File: src/rtl/opt_cfg_pkg.sv
package opt_cfg_pkg;
    localparam int unsigned PAIRS     = 8;
    localparam int unsigned BYTES     = 2 * PAIRS;
    localparam int unsigned NV_BITS   = 8 * BYTES;
    localparam int unsigned VAL_BITS  = 8 * PAIRS;
    localparam int unsigned PW        = $clog2(PAIRS);
    localparam int unsigned WRP_BASE  = 4;
    localparam int unsigned WRP_BITS  = 8 * (PAIRS - WRP_BASE);
    localparam logic [7:0]  RDP_OPEN  = 8'hA5;
    localparam logic [7:0]  BLANK     = 8'hFF;

    typedef enum logic {OP_ERASE = 1'b0, OP_PROG = 1'b1} op_e;
    typedef enum logic [1:0] {S_IDLE, S_MERASE, S_WORK} seq_e;

    typedef struct packed {
        op_e           kind;
        logic [PW-1:0] pair;
        logic [7:0]    lo;
    } op_t;

    // protective value used when a pair fails its complement check
    function automatic logic [7:0] fallback(input int p);
        if (p == 0 || p >= int'(WRP_BASE)) return 8'h00;
        return 8'hFF;
    endfunction

    // build a well-formed stored image from the eight value bytes
    function automatic logic [NV_BITS-1:0] pack_image(input logic [7:0] rdp,
                                                     input logic [7:0] user,
                                                     input logic [15:0] data,
                                                     input logic [31:0] wrp);
        logic [VAL_BITS-1:0] v;
        logic [NV_BITS-1:0]  r;
        v = {wrp, data, user, rdp};
        r = '0;
        for (int p = 0; p < int'(PAIRS); p++) begin
            r[16*p +: 8]     = v[8*p +: 8];
            r[16*p + 8 +: 8] = ~v[8*p +: 8];
        end
        return r;
    endfunction
endpackage

File: src/rtl/opt_nv_array.sv
module opt_nv_array
    import opt_cfg_pkg::*;
#(
    parameter logic [NV_BITS-1:0] FACTORY = '1
) (
    input  logic               clk,
    input  logic               cold_rst,
    input  logic               wr_erase,
    input  logic               wr_prog,
    input  logic [PW-1:0]      wr_pair,
    input  logic [7:0]         wr_lo,
    output logic [NV_BITS-1:0] bytes_o
);
    for (genvar p = 0; p < int'(PAIRS); p++) begin : g_pair
        logic [7:0] val_q;
        logic [7:0] cmp_q;

        always_ff @(posedge clk) begin
            if (cold_rst) begin
                val_q <= FACTORY[16*p +: 8];
                cmp_q <= FACTORY[16*p + 8 +: 8];
            end else if (wr_erase) begin
                val_q <= BLANK;
                cmp_q <= BLANK;
            end else if (wr_prog && wr_pair == PW'(p)) begin
                val_q <= wr_lo;
                cmp_q <= ~wr_lo;
            end
        end

        assign bytes_o[16*p +: 16] = {cmp_q, val_q};
    end
endmodule

File: src/rtl/opt_image.sv
module opt_image
    import opt_cfg_pkg::*;
(
    input  logic                clk,
    input  logic                rst,
    input  logic [NV_BITS-1:0]  nv_i,
    output logic [VAL_BITS-1:0] val_o,
    output logic                err_o
);
    logic [VAL_BITS-1:0] nxt_val;
    logic [PAIRS-1:0]    bad;
    logic [VAL_BITS-1:0] val_q;
    logic                err_q;

    always_comb begin
        nxt_val = '0;
        bad     = '0;
        for (int p = 0; p < int'(PAIRS); p++) begin
            logic [7:0] lo;
            logic [7:0] hi;
            lo = nv_i[16*p +: 8];
            hi = nv_i[16*p + 8 +: 8];
            if (hi == ~lo || (lo == BLANK && hi == BLANK)) begin
                nxt_val[8*p +: 8] = lo;
            end else begin
                nxt_val[8*p +: 8] = fallback(p);
                bad[p]            = 1'b1;
            end
        end
    end

    // image captured only while reset is held
    always_ff @(posedge clk) begin
        if (rst) begin
            val_q <= nxt_val;
            err_q <= |bad;
        end
    end

    assign val_o = val_q;
    assign err_o = err_q;
endmodule

File: src/rtl/opt_seq.sv
module opt_seq
    import opt_cfg_pkg::*;
#(
    parameter int unsigned OP_CYCLES = 4
) (
    input  logic          clk,
    input  logic          rst,
    input  logic          req_valid,
    input  op_e           req_kind,
    input  logic [PW-1:0] req_pair,
    input  logic [7:0]    req_lo,
    input  logic          wen,
    input  logic [7:0]    stored_rdp,
    input  logic          me_done,
    output logic          me_req,
    output logic          busy,
    output logic          done,
    output logic          wen_err,
    output logic          wr_erase,
    output logic          wr_prog,
    output logic [PW-1:0] wr_pair,
    output logic [7:0]    wr_lo
);
    localparam int unsigned CW = (OP_CYCLES > 1) ? $clog2(OP_CYCLES) : 1;

    seq_e          state;
    logic [CW-1:0] cnt;
    op_t           op_q;
    logic          done_q;
    logic          werr_q;
    logic          accept;
    logic          lifts_rdp;
    logic          commit;

    assign accept    = req_valid && state == S_IDLE;
    assign lifts_rdp = req_kind == OP_PROG && req_pair == '0 &&
                       req_lo == RDP_OPEN && stored_rdp != RDP_OPEN;

    always_ff @(posedge clk) begin
        if (rst) begin
            state  <= S_IDLE;
            cnt    <= '0;
            op_q   <= '0;
            done_q <= 1'b0;
            werr_q <= 1'b0;
        end else begin
            done_q <= 1'b0;
            case (state)
                S_IDLE: begin
                    if (accept) begin
                        if (!wen) begin
                            werr_q <= 1'b1;
                        end else begin
                            op_q  <= '{kind: req_kind, pair: req_pair, lo: req_lo};
                            cnt   <= CW'(OP_CYCLES - 1);
                            state <= lifts_rdp ? S_MERASE : S_WORK;
                        end
                    end
                end
                S_MERASE: begin
                    if (me_done) state <= S_WORK;
                end
                S_WORK: begin
                    if (cnt == '0) begin
                        state  <= S_IDLE;
                        done_q <= 1'b1;
                    end else begin
                        cnt <= cnt - 1'b1;
                    end
                end
                default: state <= S_IDLE;
            endcase
        end
    end

    assign commit   = state == S_WORK && cnt == '0;
    assign wr_erase = commit && op_q.kind == OP_ERASE;
    assign wr_prog  = commit && op_q.kind == OP_PROG;
    assign wr_pair  = op_q.pair;
    assign wr_lo    = op_q.lo;
    assign me_req   = state == S_MERASE;
    assign busy     = state != S_IDLE;
    assign done     = done_q;
    assign wen_err  = werr_q;
endmodule

File: src/rtl/opt_cfg_store.sv
module opt_cfg_store
    import opt_cfg_pkg::*;
#(
    parameter int unsigned        OP_CYCLES = 4,
    parameter logic [NV_BITS-1:0] FACTORY   = pack_image(8'hA5, 8'hFF, 16'hFFFF, 32'hFFFF_FFFF)
) (
    input  logic                clk,
    input  logic                rst,
    input  logic                cold_rst,
    input  logic                opt_wen,
    input  logic                req_valid,
    input  logic                req_erase,
    input  logic [PW-1:0]       req_hw,
    input  logic [7:0]          req_lo,
    input  logic                me_done,
    output logic                me_req,
    output logic                busy,
    output logic                op_done,
    output logic                wen_err,
    output logic                opt_err,
    output logic                rdp_on,
    output logic [7:0]          user_cfg,
    output logic [15:0]         data_cfg,
    output logic [WRP_BITS-1:0] wrp_open,
    output logic [NV_BITS-1:0]  nv_view
);
    logic                wr_erase;
    logic                wr_prog;
    logic [PW-1:0]       wr_pair;
    logic [7:0]          wr_lo;
    logic [VAL_BITS-1:0] img_val;
    op_e                 req_kind;

    assign req_kind = req_erase ? OP_ERASE : OP_PROG;

    opt_seq #(.OP_CYCLES(OP_CYCLES)) u_seq (
        .clk        (clk),
        .rst        (rst),
        .req_valid  (req_valid),
        .req_kind   (req_kind),
        .req_pair   (req_hw),
        .req_lo     (req_lo),
        .wen        (opt_wen),
        .stored_rdp (nv_view[7:0]),
        .me_done    (me_done),
        .me_req     (me_req),
        .busy       (busy),
        .done       (op_done),
        .wen_err    (wen_err),
        .wr_erase   (wr_erase),
        .wr_prog    (wr_prog),
        .wr_pair    (wr_pair),
        .wr_lo      (wr_lo)
    );

    opt_nv_array #(.FACTORY(FACTORY)) u_nv (
        .clk      (clk),
        .cold_rst (cold_rst),
        .wr_erase (wr_erase),
        .wr_prog  (wr_prog),
        .wr_pair  (wr_pair),
        .wr_lo    (wr_lo),
        .bytes_o  (nv_view)
    );

    opt_image u_img (
        .clk   (clk),
        .rst   (rst),
        .nv_i  (nv_view),
        .val_o (img_val),
        .err_o (opt_err)
    );

    assign rdp_on   = img_val[7:0] != RDP_OPEN;
    assign user_cfg = img_val[15:8];
    assign data_cfg = img_val[31:16];
    assign wrp_open = img_val[VAL_BITS-1 -: WRP_BITS];
endmodule

File: config.mk
export PLATFORM = sky130hd
export DESIGN_NAME = opt_cfg_store
export DESIGN_NICKNAME = d
export VERILOG_FILES = /design/src/rtl/opt_cfg_pkg.sv /design/src/rtl/opt_nv_array.sv /design/src/rtl/opt_image.sv /design/src/rtl/opt_seq.sv /design/src/rtl/opt_cfg_store.sv
export SDC_FILE = /design/constraint.sdc
export NUM_CORES = 1
export LEC_CHECK = 0
export ABC_AREA = 1
export BUFFER_PORTS_ARGS = -buffer_cell sky130_fd_sc_hd__buf_2
export CAP_MARGIN = 40
export CORE_ASPECT_RATIO = 0.7
export CORE_UTILIZATION = 54
export DETAILED_ROUTE_END_ITERATION = 8
export PLACE_DENSITY = 0.86
export SLEW_MARGIN = 10
export SYNTH_ARGS = -nofsm -noshare
export SYNTH_HDL_FRONTEND = slang
export SYNTH_SLANG_ARGS = --single-unit
File: constraint.sdc
create_clock -name clk -period 1.68 [get_ports clk]
set_input_delay 0.084 -clock clk [delete_from_list [all_inputs] [get_ports clk]]
set_output_delay 0.084 -clock clk [all_outputs]
set_load 0.005 [all_outputs]
==> flow_summary.json, run 1 <==
{
  "clk_pin_slew_ns": 0.07,
  "chipWidth_um": 159,
  "syn-cell-area_sq_um": 9340,
  "hp-class": "in -> reg",
  "rows": 39,
  "placed_cells": 1555,
  "grt_pass1_vias": 7914,
  "yosysUniqueCellTypes": 32,
  "clock.fmax_ghz": 0.571,
  "grtUsageTotal_pct": 28.8,
  "worstRegToRegCells": 10,
  "crit_path_end_kind": "flop",
  "critPathKind": "reg -> reg",
  "crit_chain": "inv_1 -> nand2_2 -> nor2_4 -> inv_2 -> nor2_4 -> buf_6 -> nor2_4 -> buf_4 -> buf_16 -> o211ai_1",
  "detail_route.vias_per_cell": 5.42,
  "cpMostUsedCell": "nor2_4",
  "grtUsageMet1_pct": 40.4,
  "final_hold_viol_count": 0,
  "dr.first_iter.drc_count": 830,
  "leakagePower_nw": 5.75,
  "syn_avg_cell_area_sq_um": 7.94,
  "fin_crit_sh_pct": 104,
  "r2r_start": "u_seq.state[0]",
  "grtUsageMet3_pct": 5.28,
  "cp.buffers_inverters": 5,
  "dpl_cell_area_sq_um": 10400,
  "cp_max_fo": 7,
  "peakVddDrop_uv": 951,
  "max-slew-margin-rel_pct": 62.6,
  "power.total_mw": 16.0,
  "mostFrequentLayoutCells": "nor2_1 (219), nand2_1 (214), buf_2 (206), dfxtp_1 (143), inv_1 (139)",
  "clock-sinks": 211,
  "ys_seq_elements": 211,
  "grt_pass1_wl_mm": 40.9,
  "cp_slowest_cell": "dfxtp_1",
  "finalMaxSlewViolations": 0,
  "dieArea_sq_um": 17800,
  "vias": 8845,
  "critical_path_required_ns": 2.06,
  "nets": 1413,
  "ys_warn_count": 0,
  "cpLargestDelayFamily": "buffers and inverters",
  "ios": 208,
  "final_cells": 1633,
  "start_util_pct": 56.3,
  "hold_ws_ns": 0.0605,
  "wirelength_mm": 27.9,
  "r2r-end": "u_nv.g_pair[4].val_q[0]",
  "clock_latency_ns": 0.50,
  "port-buffer-count": 207,
  "drc_errors": 0,
  "violations": "setup timing",
  "cts_buffer_depth": 3,
  "clock_skew_ns": 0.0124,
  "cts_tree": "built",
  "drt-pass1-iter-count": 6,
  "dp_hpwl_mm": 18.1,
  "syn2layout_area_growth_pct": 26.7,
  "cts_max_level": 1,
  "cts-root-buf": "clkbuf_16",
  "grt_start_max_net_pins": 40,
  "final_util_pct": 71.3,
  "crit_path_start_kind": "flop",
  "synth_cells": 1176,
  "drv_cap": 0,
  "gr-total-overflow": 0,
  "drtAntennaViolNets": 0,
  "final_common_cell": "nor2_1",
  "final-setup-viol-count": 45,
  "cts_buffers": 20,
  "setup_ws_ns": -0.0706,
  "use_met2_pct": 45.9,
  "fp.coreArea_sq_um": 16600,
  "slowest_delay_ns": 0.39,
  "min_path_cells": 2,
  "fin_crit_ns": 1.75,
  "holdPathEnd": "u_nv.g_pair[5].cmp_q[7]",
  "grt-busiest-layer": "met2",
  "synth_nets": 1195,
  "synth-seq-area-share_pct": 52.2,
  "r2r_slack_ns": -0.07,
  "antenna_found_initial": 0,
  "rsz0062_at_grt": "yes",
  "n_fill_cell": 1231,
  "hold_start": "cold_rst",
  "arrival_ns": 2.13,
  "post_drt_wl_per_cell_um": 17.1,
  "diodes": 0,
  "gp_congestion": 0.890,
  "worstMarginPinSlew_ns": 0.561,
  "powerDensity_nw_per_um2": 1350,
  "status": "complete, but fails checks",
  "design_area_sq_um": 11800,
  "drive_gt1_share_pct": 27.1,
  "die_y_um": 112
}
## per-stage QoR
stage                     setup TNS, ns  setup WS (ns)
after global placement                0         0.0393
final                             -1.23        -0.0706
after floorplan                       0          0.154
after detailed placement         -0.285        -0.0442
after CTS                        -0.199        -0.0259
after global routing              -6.22         -0.124
## cell usage after synthesis (all sizes together)
master,count,area (sq um)
buf,78,541
o211ai,51,383
a31oi,2,12.5
ha,1,12.5
o22ai,1,6.26
nor4,2,12.5
nor2,233,938
a21oi,75,375
edfxtp,65,1950
nand4,15,100
inv,150,568
nand3,9,45.0
dfxtp,146,2920
clkbuf,15,56.3
xor2,3,26.3
nand2,242,943
nor3,7,35.0
clkinv,1,8.76
o31ai,1,7.51
o21ai,79,395
## final cells by class
type	count	area [sq um]	area share (%)
clock buffer	25	541	4.57
clock inverter	11	76.3	0.645
inverter	151	609	5.15
multi-input combinational	721	3480	29.4
sequential	211	4880	41.2
tap	225	282	2.38
timing repair buffer	288	1960	16.6
timing repair inverter	1	8.76	0.0740
## registers in the layout (all words and copies together), names as in the netlist
signal             cells
u_seq.wr_pair          3
u_img.err_o            1
u_seq.state            2
u_nv.g_pair.val_q     64
u_seq.op_q             1
u_seq.wr_lo            8
u_nv.g_pair.cmp_q     64
u_seq.done             1
u_seq.wen_err          1
u_img.val_o           64
u_seq.cnt              2
## layer usage
layer,vias up,part of all wire [%]
met2,510,45
li1,4162,-
met4,0,3.4
met3,90,10
met5,-,0
met1,4083,42
## report_power, final
part | switching [mW] | internal [mW]
clock | 1.93 | 2.44
sequential | 0.683 | 6.35
combinational | 2.80 | 1.80
## how the worst max path moves through the flow
stage	startpoint	cells after the start	to
global route	u_seq.cnt[1]	11	u_nv.g_pair[5].cmp_q[2]
detailed placement	u_seq.cnt[0]	11	u_nv.g_pair[5].cmp_q[3]
floorplan	u_seq.cnt[0]	10	u_nv.g_pair[7].val_q[0]
finish	u_seq.state[0]	10	u_nv.g_pair[4].val_q[0]
CTS	u_seq.cnt[1]	10	u_nv.g_pair[4].val_q[2]
global placement	u_seq.cnt[0]	11	u_nv.g_pair[5].cmp_q[6]
## repair_timing
item / CTS / global route
resized for setup: 9 / 98
setup endpoints to repair: 50 / 102
hold endpoints to repair: 22 / 0
hold buffers: 15 / 0
buffers inserted: 6 / 14
gates cloned: 2 / 6
pin swaps: 5 / 39
## worst reg2reg max path, cell delays in order, from the launching register on
cell      delay [ns]
dfxtp_1         0.39
inv_1           0.11
nand2_2         0.12
nor2_4          0.08
inv_2           0.08
nor2_4          0.05
buf_6           0.14
nor2_4          0.23
buf_4           0.20
buf_16          0.13
o211ai_1        0.10
## cell families after synthesis
| kind of cell | share of synthesized area (%) |
|---|---|
| flops | 52.2 |
| fa+ha+maj | 0.134 |
| buf+inv | 12.6 |
| simple gates | 22.2 |
| compound gates | 12.6 |
| xor+xnor | 0.281 |
(Power assumes the default switching activity.)
==> run 2: changes to the inputs <==
--- a/config.mk
+++ b/config.mk
@@ -12,7 +12,9 @@
 export CORE_UTILIZATION = 54
 export DETAILED_ROUTE_END_ITERATION = 8
 export PLACE_DENSITY = 0.86
+export SKIP_LAST_GASP = 1
 export SLEW_MARGIN = 10
 export SYNTH_ARGS = -nofsm -noshare
 export SYNTH_HDL_FRONTEND = slang
 export SYNTH_SLANG_ARGS = --single-unit
+export TNS_END_PERCENT = 30
==> run 2 against run 1 <==
Against the previous run: the run still ends with setup timing left; non-clock buffer count is 5 lower; cell count is 0.31% lower; worst hold slack better by 0.0036 ns; clock skew is 0.00075 ns higher; power is 0.99% lower; utilization is 1.5 points lower; register-to-register slack hardly changed; critical path depth stayed put.
==> flow_summary.json, run 2 (synthesized netlist as in run 1, its figures left out) <==
{
  "status": "complete, but fails checks",
  "violations": "setup timing",
  "critPathKind": "reg -> reg",
  "rsz0062_at_grt": "yes",
  "drtAntennaViolNets": 0,
  "finalMaxSlewViolations": 0,
  "register_area_sq_um": 4880,
  "grtUsageTotal_pct": 28.8,
  "dpl_cell_area_sq_um": 10400,
  "max-slew-margin-rel_pct": 62.5,
  "clkPwrFrac_pct": 27.4,
  "final_cells": 1628,
  "drv_cap": 0,
  "design_area_sq_um": 11600,
  "final_util_pct": 69.8,
  "critical_path_required_ns": 2.10,
  "clk_pin_slew_ns": 0.07,
  "port-buffer-count": 207,
  "syn2layout_area_growth_pct": 24.1,
  "die_y_um": 112,
  "p_sw_mw": 5.29,
  "vias": 8759,
  "cp.buffers_inverters": 4,
  "final_hold_viol_count": 0,
  "mostFrequentLayoutCells": "nand2_1 (234), nor2_1 (221), buf_2 (206), dfxtp_1 (145), inv_1 (140)",
  "rows": 39,
  "cts_max_level": 1,
  "dp_slack_ns": -0.0442,
  "power.total_mw": 15.8,
  "ios": 208,
  "crit_chain": "inv_2 -> ha_4 -> inv_4 -> nor2_4 -> nand2_8 -> nor2_4 -> buf_4 -> clkbuf_16 -> o21ai_0 -> a21oi_1",
  "worstMarginPinSlew_ns": 0.562,
  "multiInputGateArea_sq_um": 3360,
  "final_common_cell": "nand2_1",
  "clock_latency_ns": 0.50,
  "slowest_delay_ns": 0.32,
  "gr-total-overflow": 0,
  "nets": 1408,
  "chipWidth_um": 159,
  "power_frac_comb_pct": 28.5,
  "diodes": 0,
  "p_seq_share_pct": 44.1,
  "clock_skew_ns": 0.0132,
  "gp_congestion": 0.890,
  "cpMostUsedCell": "nor2_4",
  "start_util_pct": 56.3,
  "dp_hpwl_mm": 18.1,
  "cts-root-buf": "clkbuf_16",
  "fin_crit_ns": 1.75,
  "powerDensity_nw_per_um2": 1370,
  "power.internal_mw": 10.5,
  "dieArea_sq_um": 17800,
  "crit_path_start_kind": "flop",
  "setup_ws_ns": -0.0730,
  "fp.coreArea_sq_um": 16600,
  "clock-sinks": 211,
  "grt_pass1_vias": 7914,
  "hp-class": "in -> reg",
  "antenna_found_initial": 0,
  "n_fill_cell": 1284,
  "post_drt_wl_per_cell_um": 16.5,
  "cts_buffers": 20,
  "grt_start_max_net_pins": 40,
  "crit_path_end_kind": "flop",
  "clock.fmax_ghz": 0.570,
  "r2r_start": "u_seq.cnt[0]",
  "cpLargestDelayFamily": "simple AND/OR/NAND/NOR gates",
  "leakagePower_nw": 5.67,
  "cp-startpoint": "u_seq.cnt[0]",
  "cp_max_fo": 11,
  "cts_buffer_depth": 3,
  "netSwitchingFraction_pct": 33.4,
  "grt_pass1_wl_mm": 40.9,
  "cp_slowest_cell": "dfxtp_2",
  "final-setup-viol-count": 44,
  "arrival_ns": 2.17,
  "drt-pass1-iter-count": 5,
  "peakVddDrop_uv": 972,
  "drc_errors": 0,
  "placed_cells": 1555,
  "wirelength_mm": 26.9,
  "hold_start": "cold_rst",
  "detail_route.vias_per_cell": 5.38,
  "cts_tree": "built",
  "dr.first_iter.drc_count": 949,
  "fin_crit_sh_pct": 104,
  "drive_gt1_share_pct": 23.9
}
==> run 2: metrics by stage <==
stage | hold WS [ns] | TNS [ns]
floorplan | 0.156 | 0
global placement | 0.289 | 0
detailed placement | 0.292 | -0.285
CTS | 0.0549 | -0.199
global route | 0.0838 | -6.28
finish | 0.0641 | -1.32
==> run 2: routing by layer <==
| layer | vias up | wire length, um | global-route usage [%] |
|---|---|---|---|
| met5 | - | 0 | 0 |
| met4 | 0 | 778 | 8.21 |
| met3 | 73 | 2630 | 5.28 |
| met2 | 485 | 12100 | 45.9 |
| met1 | 4051 | 11400 | 40.4 |
| li1 | 4150 | - | - |
==> run 2: layout make-up <==
type / count / share of cell area, %
clock inverters: 11 / 0.659
repair buffers: 283 / 15.8
repair inverters: 1 / 0.0756
inverters: 151 / 5.26
well taps: 225 / 2.43
multi-input cells: 721 / 29.0
clock buffers: 25 / 4.66
flip-flops and latches: 211 / 42.1
==> run 2: repair_timing <==
item                       4_1_cts  5_1_grt
buffers inserted                 6       12
hold endpoints to repair        22        0
pin swaps                        5       13
gates resized for setup          9       23
cloned                           2        3
hold buffers                    15        0
setup endpoints to repair       50      102
==> run 2: worst reg2reg max path, cell delays in order, from the launching register on <==
cell       delay [ns]
dfxtp_2          0.32
inv_2            0.08
ha_4             0.15
inv_4            0.04
nor2_4           0.20
nand2_8          0.14
nor2_4           0.19
buf_4            0.15
clkbuf_16        0.15
o21ai_0          0.09
a21oi_1          0.16
==> run 2: path summary, 6_finish.rpt <==
path / to / slack, ns / cells past startpoint
max: u_nv.g_pair[4].cmp_q[1] / -0.07 / 10
min: u_nv.g_pair[4].cmp_q[6] / 0.06 / 2
max reg2reg: u_nv.g_pair[4].cmp_q[1] / -0.07 / 10
min reg2reg: u_seq.wen_err / 0.48 / 2
==> run 2: power groups by stage <==
stage	Sequential, mW	Combinational [mW]	Clock [mW]
2_1_floorplan	6.92	2.74	0
3_3_place_gp	7.04	3.96	0
3_5_place_dp	7.05	4.08	0
4_1_cts	6.96	4.27	4.35
5_1_grt	7.08	5.01	4.56
6_report	6.99	4.51	4.34
